File: config.mk
export PLATFORM = sky130hd
export DESIGN_NAME = shared_acs_top
export DESIGN_NICKNAME = d
export VERILOG_FILES = /design/src/rtl/acs_pkg.sv /design/src/rtl/acs_select.sv /design/src/rtl/acs_datapath.sv /design/src/rtl/acs_ctrl.sv /design/src/rtl/shared_acs_top.sv
export SDC_FILE = /design/constraint.sdc
export NUM_CORES = 1
export LEC_CHECK = 0
export BUFFER_PORTS_ARGS = -buffer_cell sky130_fd_sc_hd__buf_4
export CAP_MARGIN = 20
export CORE_AREA = 5 5 115 117
export CTS_CLUSTER_SIZE = 8
export DETAILED_ROUTE_END_ITERATION = 7
export DIE_AREA = 0 0 120 122
export PLACE_DENSITY = 0.66
export SYNTH_ARGS = -nofsm -noshare
export SYNTH_HDL_FRONTEND = slang
export SYNTH_SLANG_ARGS = --single-unit
export TNS_END_PERCENT = 10
File: constraint.sdc
create_clock -name clk -period 2.8 [get_ports clk]
set_clock_uncertainty 0.15 [all_clocks]
set_input_delay 0.14 -clock clk [delete_from_list [all_inputs] [get_ports clk]]
set_output_delay 0.14 -clock clk [all_outputs]
set_load 0.02 [all_outputs]
File: src/rtl/acs_pkg.sv
package acs_pkg;

  // Strobes from the sequencing logic to the arithmetic pipeline.
  // firstLoad gates the entry register (operands are only captured for
  // real states); lastLoad gates the result register so the outputs hold
  // across bubbles. Registers in between advance every cycle.
  typedef struct packed {
    logic firstLoad;
    logic lastLoad;
  } acs_strobe_t;

  // Number of compare levels needed to reduce a power-of-two candidate set.
  function automatic int unsigned treeLevels(input int unsigned degree);
    int unsigned lv;
    lv = 0;
    while ((1 << lv) < degree) lv++;
    return lv;
  endfunction

endpackage

File: src/rtl/acs_select.sv
module acs_select #(
  parameter int unsigned METRIC_W   = 8,
  parameter int unsigned IDX_W      = 2,
  parameter bit          SELECT_MAX = 1'b0
) (
  input  logic [METRIC_W-1:0] aVal,
  input  logic [IDX_W-1:0]    aIdx,
  input  logic [METRIC_W-1:0] bVal,
  input  logic [IDX_W-1:0]    bIdx,
  output logic [METRIC_W-1:0] wVal,
  output logic [IDX_W-1:0]    wIdx
);

  logic takeB;

  // The a side always carries the lower branch indices, so only a strict
  // improvement lets b win: equal values stay with the lower index.
  generate
    if (SELECT_MAX) begin : likelihoodCmp
      assign takeB = (bVal > aVal);
    end else begin : distanceCmp
      assign takeB = (bVal < aVal);
    end
  endgenerate

  assign wVal = takeB ? bVal : aVal;
  assign wIdx = takeB ? bIdx : aIdx;

endmodule

File: src/rtl/acs_datapath.sv
module acs_datapath
  import acs_pkg::*;
#(
  parameter int unsigned DEGREE      = 4,
  parameter int unsigned METRIC_W    = 8,
  parameter int unsigned PIPE_STAGES = 3,
  parameter bit          SELECT_MAX  = 1'b0,
  localparam int unsigned IDX_W      = (DEGREE > 1) ? $clog2(DEGREE) : 1
) (
  input  logic                         clk,
  input  logic                         rst_n,
  input  acs_strobe_t                  strobe,
  input  logic [DEGREE*METRIC_W-1:0]   oldMetrics,
  input  logic [DEGREE*METRIC_W-1:0]   branchMetrics,
  output logic [METRIC_W-1:0]          bestMetric,
  output logic [IDX_W-1:0]             bestIdx
);

  // Level 0 is the adder row, levels 1..TREE_LV halve the candidate set.
  localparam int unsigned TREE_LV = treeLevels(DEGREE);
  localparam int unsigned NLEV    = TREE_LV + 1;

  generate
    for (genvar l = 0; l < NLEV; l++) begin : lv
      localparam int unsigned NOUT = DEGREE >> l;
      // Registers placed before and after this level; a register sits
      // behind the level when the count steps up. PIPE_STAGES registers
      // are spread evenly over NLEV levels, the last level always ends
      // with one.
      localparam int unsigned S0 = (l * PIPE_STAGES) / NLEV;
      localparam int unsigned S1 = ((l + 1) * PIPE_STAGES) / NLEV;

      logic [NOUT*METRIC_W-1:0] cVal;
      logic [NOUT*IDX_W-1:0]    cIdx;
      logic [NOUT*METRIC_W-1:0] qVal;
      logic [NOUT*IDX_W-1:0]    qIdx;

      if (l == 0) begin : addRow
        for (genvar k = 0; k < DEGREE; k++) begin : addr
          logic [METRIC_W:0] wide;
          assign wide = {1'b0, oldMetrics[k*METRIC_W +: METRIC_W]}
                      + {1'b0, branchMetrics[k*METRIC_W +: METRIC_W]};
          // Clamp at the top code instead of wrapping.
          assign cVal[k*METRIC_W +: METRIC_W] =
            wide[METRIC_W] ? {METRIC_W{1'b1}} : wide[METRIC_W-1:0];
          assign cIdx[k*IDX_W +: IDX_W] = IDX_W'(k);
        end
      end else begin : cmpRow
        for (genvar k = 0; k < NOUT; k++) begin : cs
          acs_select #(
            .METRIC_W  (METRIC_W),
            .IDX_W     (IDX_W),
            .SELECT_MAX(SELECT_MAX)
          ) sel_i (
            .aVal(lv[l-1].qVal[(2*k)*METRIC_W +: METRIC_W]),
            .aIdx(lv[l-1].qIdx[(2*k)*IDX_W +: IDX_W]),
            .bVal(lv[l-1].qVal[(2*k+1)*METRIC_W +: METRIC_W]),
            .bIdx(lv[l-1].qIdx[(2*k+1)*IDX_W +: IDX_W]),
            .wVal(cVal[k*METRIC_W +: METRIC_W]),
            .wIdx(cIdx[k*IDX_W +: IDX_W])
          );
        end
      end

      if (S1 > S0) begin : pipeReg
        logic ld;
        assign ld = ((S0 == 0) ? strobe.firstLoad : 1'b1)
                  & ((S0 == PIPE_STAGES - 1) ? strobe.lastLoad : 1'b1);
        always_ff @(posedge clk or negedge rst_n) begin
          if (!rst_n) begin
            qVal <= '0;
            qIdx <= '0;
          end else if (ld) begin
            qVal <= cVal;
            qIdx <= cIdx;
          end
        end
      end else begin : passThru
        assign qVal = cVal;
        assign qIdx = cIdx;
      end
    end
  endgenerate

  assign bestMetric = lv[NLEV-1].qVal;
  assign bestIdx    = lv[NLEV-1].qIdx;

endmodule

File: src/rtl/acs_ctrl.sv
module acs_ctrl
  import acs_pkg::*;
#(
  parameter int unsigned PIPE_STAGES = 3,
  parameter int unsigned TAG_W       = 4
) (
  input  logic             clk,
  input  logic             rst_n,
  input  logic             inValid,
  input  logic [TAG_W-1:0] inTag,
  output acs_strobe_t      strobe,
  output logic             outValid,
  output logic [TAG_W-1:0] outTag
);

  logic [PIPE_STAGES-1:0] vPipe;
  logic [TAG_W-1:0]       tagPipe [PIPE_STAGES];

  // Valid bits advance every cycle; a tag moves only with a live state so
  // the tag at the output stays with the last result during bubbles.
  always_ff @(posedge clk or negedge rst_n) begin
    if (!rst_n) begin
      vPipe <= '0;
      for (int s = 0; s < PIPE_STAGES; s++) tagPipe[s] <= '0;
    end else begin
      vPipe[0] <= inValid;
      if (inValid) tagPipe[0] <= inTag;
      for (int s = 1; s < PIPE_STAGES; s++) begin
        vPipe[s] <= vPipe[s-1];
        if (vPipe[s-1]) tagPipe[s] <= tagPipe[s-1];
      end
    end
  end

  assign strobe.firstLoad = inValid;

  generate
    if (PIPE_STAGES == 1) begin : singleStage
      assign strobe.lastLoad = inValid;
    end else begin : multiStage
      assign strobe.lastLoad = vPipe[PIPE_STAGES-2];
    end
  endgenerate

  assign outValid = vPipe[PIPE_STAGES-1];
  assign outTag   = tagPipe[PIPE_STAGES-1];

endmodule

File: src/rtl/shared_acs_top.sv
module shared_acs_top
  import acs_pkg::*;
#(
  parameter int unsigned DEGREE      = 4,
  parameter int unsigned METRIC_W    = 8,
  parameter int unsigned TAG_W       = 4,
  parameter int unsigned PIPE_STAGES = 3,
  parameter bit          SELECT_MAX  = 1'b0,
  localparam int unsigned IDX_W      = (DEGREE > 1) ? $clog2(DEGREE) : 1
) (
  input  logic                       clk,
  input  logic                       rst_n,
  input  logic                       inValid,
  input  logic [TAG_W-1:0]           inTag,
  input  logic [DEGREE*METRIC_W-1:0] oldMetrics,
  input  logic [DEGREE*METRIC_W-1:0] branchMetrics,
  output logic                       outValid,
  output logic [TAG_W-1:0]           outTag,
  output logic [METRIC_W-1:0]        outMetric,
  output logic [IDX_W-1:0]           outDecision
);

  acs_strobe_t strobe;

  acs_ctrl #(
    .PIPE_STAGES(PIPE_STAGES),
    .TAG_W      (TAG_W)
  ) ctrl_i (
    .clk     (clk),
    .rst_n   (rst_n),
    .inValid (inValid),
    .inTag   (inTag),
    .strobe  (strobe),
    .outValid(outValid),
    .outTag  (outTag)
  );

  acs_datapath #(
    .DEGREE     (DEGREE),
    .METRIC_W   (METRIC_W),
    .PIPE_STAGES(PIPE_STAGES),
    .SELECT_MAX (SELECT_MAX)
  ) dp_i (
    .clk          (clk),
    .rst_n        (rst_n),
    .strobe       (strobe),
    .oldMetrics   (oldMetrics),
    .branchMetrics(branchMetrics),
    .bestMetric   (outMetric),
    .bestIdx      (outDecision)
  );

endmodule

== After elaboration in Yosys (flattened, before gate mapping) ==
Index checks and enable logic that the tools add are counted.

* Output and inout port bits: 15
* Flip-flop bits (word level): 78
* Bits of input ports: 71

* Order comparisons: 3
* Mux-type cells: 10
* Add/sub/neg operators: 4

{| class="wikitable"
|+ Operators with widths
! operator !! number
|-
| 2-to-1 mux 8 bit || 7
|-
| adder 8 x 8 -> 9 bit || 4
|-
| less-than comparator 8 bit || 3
|-
| 2-to-1 mux 1 bit || 2
|-
| 2-to-1 mux 2 bit || 1
|}

== Logic depth before layout (Yosys ltp) ==
* Depth in word-level cells: 2
* Depth in mapped cells: 8
* Depth with buffers taken out: 7

== Modules after synthesis ==
From an unflattened synthesis, not the netlist that was laid out.

* Cell total of the unflattened synthesis: 406
* Area total of the unflattened synthesis: 4744.6 um2

{| class="wikitable"
|+ Modules (own cells, without submodules)
! module !! times used !! cells each !! sequential area each (um2) !! area each (um2)
|-
| acs_datapath || 1 || 271 || 1576.5 || 3288.2
|-
| acs_select || 3 || 34 || 0.0 || 300.3
|-
| acs_ctrl || 1 || 33 || 375.4 || 555.5
|}

== Worst setup path after synthesis ==
Ideal clock, no wire load.

* Path kind: register to register
* Start: register dp_i.lv[0].qVal[6]
* End: register dp_i.lv[1].qVal[0]
* Setup time: 0.125 ns
* Path slack: 0.747 ns
* Arrival time: 1.778 ns
* Period minus slack after synthesis: 2.053 ns
* Required time: 2.525 ns
* Cell stages (with the launch flop): 8
* Buffers on the path: 1
* Cell sequence: dfrtp_1 > inv_1 > ha_1 > and3_4 > a221o_1 > a31o_1 > buf_6 > mux2_4

* Word-level cells in the longest chain between the ends: 2

{| class="wikitable"
|+ Ends and longest elaborated chain
! element !! line !! source
|-
| start: declaration || acs_datapath.sv:35 || <nowiki>logic [NOUT*METRIC_W-1:0] qVal;</nowiki>
|-
| start signal: assignment || acs_datapath.sv:74 || <nowiki>qVal <= cVal;</nowiki>
|-
| less-than comparator 8 bit || acs_select.sv:22 || <nowiki>assign takeB = (bVal < aVal);</nowiki>
|-
| 2-to-1 mux 8 bit || acs_select.sv:26 || <nowiki>assign wVal = takeB ? bVal : aVal;</nowiki>
|-
| named net dp_i.lv[1].cVal[0] || acs_datapath.sv:33 || <nowiki>logic [NOUT*METRIC_W-1:0] cVal;</nowiki>
|-
| end signal: assignment || acs_datapath.sv:74 ||
|-
| end: declaration || acs_datapath.sv:35 ||
|}

The timed path passes the listed nets, and every way through them passes these cells.
A chain may end at the register's enable or synchronous reset.

== Worst setup path in the final report ==
* Start: input branchMetrics[8]
* End: register dp_i.lv[0].qVal[11]

* Word-level cells in the longest chain between the ends: 2

{| class="wikitable"
|+ Ends and longest elaborated chain
! element !! line !! source
|-
| start: declaration || shared_acs_top.sv:16 || <nowiki>input logic [DEGREE*METRIC_W-1:0] branchMetrics,</nowiki>
|-
| adder 8 x 8 -> 9 bit || acs_datapath.sv:42 || <nowiki>+ {1'b0, branchMetrics[k*METRIC_W +: METRIC_W]};</nowiki>
|-
| 2-to-1 mux 8 bit || acs_datapath.sv:45 || <nowiki>wide[METRIC_W] ? {METRIC_W{1'b1}} : wide[METRIC_W-1:0];</nowiki>
|}

Every way passes these cells.

==> run metrics <==
status=complete, no violations; CTS Buf Count=9; clk sink count=between 70 and 80; antenna cells=0; DR pass1 iterations=4; pwr dens=784 nW/µm²; Yosys Warn Count=0; vias per inst=between 5 and 6; Worst-Skew Late Latency=roughly 330 ps; initial core utilization=approximately 39%; wire per inst=around 15 µm; synth cell count leaders=dfrtp_1, ha_1, inv_1; main flop type after synthesis=dfrtp_1; Worst setup EP type=flip-flop; Slew HR=36.4%; Sw Share=a little over a third; Req. time, crit path=about 2900 ps; nets=roughly 650; Final Max Slew Viols=0; Worst Hold Slack=between 6 and 7 ps; final WL=9890 µm; Placer Congestion=0.820; Core Area=about 12000 µm²; Power Internal=~3 mW; crit path DAT=roughly 2500 ps; setup TNS=0 ps; setup bufs post-CTS=0; share of layout cells above drive strength 1=26.5%; TritonCTS clock tree=yes; final critical-path required period=roughly 2400 ps; vias in the first global route=about 3700; Peak VDD IR=between 0.3 and 0.4 mV; # IOs=between 80 and 90; final worst path period share=86.7%; register share of total power=around a third; Post-Syn Area=between 4000 and 5000 µm²; Seq/Total Area, Yosys=between 40% and 50%; fraction of registers with async set or reset after synthesis=100%; Hold Crit Start=oldMetrics[16]; die width=120 µm; Mapped Nets=roughly 560; # resized after CTS=0; EDFF count, synth=0; # H-tree levels=3; Cells after Synth=430; leading area contributor after synthesis=dfrtp_1; clk buf depth=2; CP startpoint=branchMetrics[8]; GR Overflow Total=0; Final HPWL DP=7600 µm; die height=122 µm; routed vias=around 3500; Port-buffer cells=85; row count=slightly above 40; worst r2r src=dp_i.lv[0].qVal[14]; first-pass GRT wire length=16900 µm; sw power=approximately 1.6 mW; RSZ-0062 raised after global routing=no; static leakage=roughly 2.8 nW; largest net degree at the start of global routing=between 70 and 80; Clock Power Share=about 26%; Synth-to-Final Area Change=24.7%; Post-route DRC=0; hold buffers post-CTS=9; Post-Syn Area per Cell=11.0 µm²; HP Class=in -> reg; worst setup path class=in -> reg; Worst setup SP type=primary input; gr usage total=between 10% and 20%; critical-path maximum fanout=8; drt first-iter violations=approximately 220; most common cell in the netlist=dfrtp_1; Fmax=a little over 400 MHz; Final setup viols=0; Combinational Power Share=39.9%; ANT nets after route=0; CTS Root Cell=clkbuf_16; ranking of synthesized cells by area=dfrtp_1, ha_1, mux2_2; antenna violations before repair=0; Die Area=approximately 15000 µm²; overall power=about 4.6 mW; clock-pin transition on the worst setup and hold timing paths=about 60 ps; MaxCap Viol Count=0; Seq cells post-synth=77; Worst-Margin Slew=roughly 950 ps; Fin. Hold Viols=0; Netlist cell types=45; post-synth top area share=between 40 and 50%
flip-flops by register name, indices dropped and copies added, names as in the netlist:
| signal | flops |
|---|---|
| dp_i.lv.qVal | 48 |
| ctrl_i.tagPipe | 8 |
| dp_i.bestMetric | 8 |
| ctrl_i.outTag | 4 |
| dp_i.lv.qIdx | 4 |
| ctrl_i.vPipe | 3 |
| dp_i.bestIdx | 2 |
worst max-delay path, cell delays in order:
cell and delay (ps):
dlygate4sd3_1 540, buf_4 130, ha_1 210, fa_1 430, a211oi_1 270, o21bai_1 110
a21oi_1 270, o21ai_2 180, o22a_1 210
logic make-up after synthesis:
group / share of synthesized area (%)
compound gates: 19.5
xor+xnor: 4.08
fa+ha+maj: 15.7
buf+inv: 3.76
flops: 40.8
mux: 7.31
simple gates: 8.87
power groups by stage:
stage	combinational [mW]	sequential, mW	clock (mW)
6_report	1.84	1.59	1.19
5_1_grt	2.06	1.63	1.25
4_1_cts	1.85	1.59	1.21
3_5_place_dp	1.82	1.61	0
3_3_place_gp	1.77	1.61	0
2_1_floorplan	1.27	1.64	0
cell usage in the layout (no fill, tap or decap), types with 3 or more instances in the layout:
| cell | count |
|---|---|
| dlygate4sd3_1 | 9 |
| nand2b_1 | 5 |
| o21bai_1 | 6 |
| mux2_4 | 8 |
| a211oi_1 | 12 |
| and3_1 | 9 |
| buf_4 | 89 |
| nand4_1 | 12 |
| o22a_1 | 17 |
| o21ai_1 | 3 |
| clkbuf_16 | 9 |
| and2_1 | 3 |
| o21ai_0 | 17 |
| nor3_1 | 5 |
| ha_1 | 53 |
| a2bb2oi_1 | 14 |
| a21o_1 | 16 |
| a21oi_1 | 20 |
| clkinv_4 | 3 |
| a31oi_1 | 10 |
| nor2b_1 | 10 |
| nor2_1 | 7 |
| o21ai_2 | 3 |
| nand2_1 | 9 |
| nand3_1 | 14 |
| mux2_2 | 20 |
| inv_1 | 23 |
| dfrtp_1 | 77 |
| fa_1 | 4 |
| xnor2_1 | 17 |
| xor2_1 | 5 |
per-layer routing:
layer / vias up / share of wire (%) / track usage [%]
met5: - / 0 / 0
met2: 71 / 46 / 22.4
li1: 1798 / - / -
met4: 0 / 0.93 / 4.58
met3: 7 / 4.2 / 2.60
met1: 1671 / 48 / 19.0
path summary, 6_finish.rpt:
check                                 endpoint  slack [ps]  depth (start not counted)
max                        dp_i.lv[0].qVal[11]         370                          9
min in group asynchronous      dp_i.bestIdx[1]         350                          2
max reg2reg                 dp_i.lv[1].qVal[2]         510                          5
min                        dp_i.lv[0].qVal[16]           7                          3
max in group asynchronous  dp_i.lv[1].qVal[10]        1520                          2
min reg2reg                 dp_i.lv[1].qIdx[3]         250                          0
cell type report:
class	count	area, µm²
fillers	1091	6370
clock buffers	9	225
multi-input cells	313	2620
inverters	24	90.1
clock inverters	7	83.8
well taps	150	188
repair buffers	98	758
flip-flops and latches	77	1930
through the flow:
stage | std cells | util [%] | instance area (µm²) | setup slack, ps
2_1_floorplan | 430 | - | 4730 | 747
4_1_cts | 678 | 48.1 | 5890 | 401
3_3_place_gp | 653 | 44.8 | 5500 | 566
5_1_grt | 678 | 48.1 | 5890 | 260
3_5_place_dp | 653 | 44.8 | 5500 | 532
6_report | 678 | 48.1 | 5890 | 373
Power figures use the tool's default switching activity.
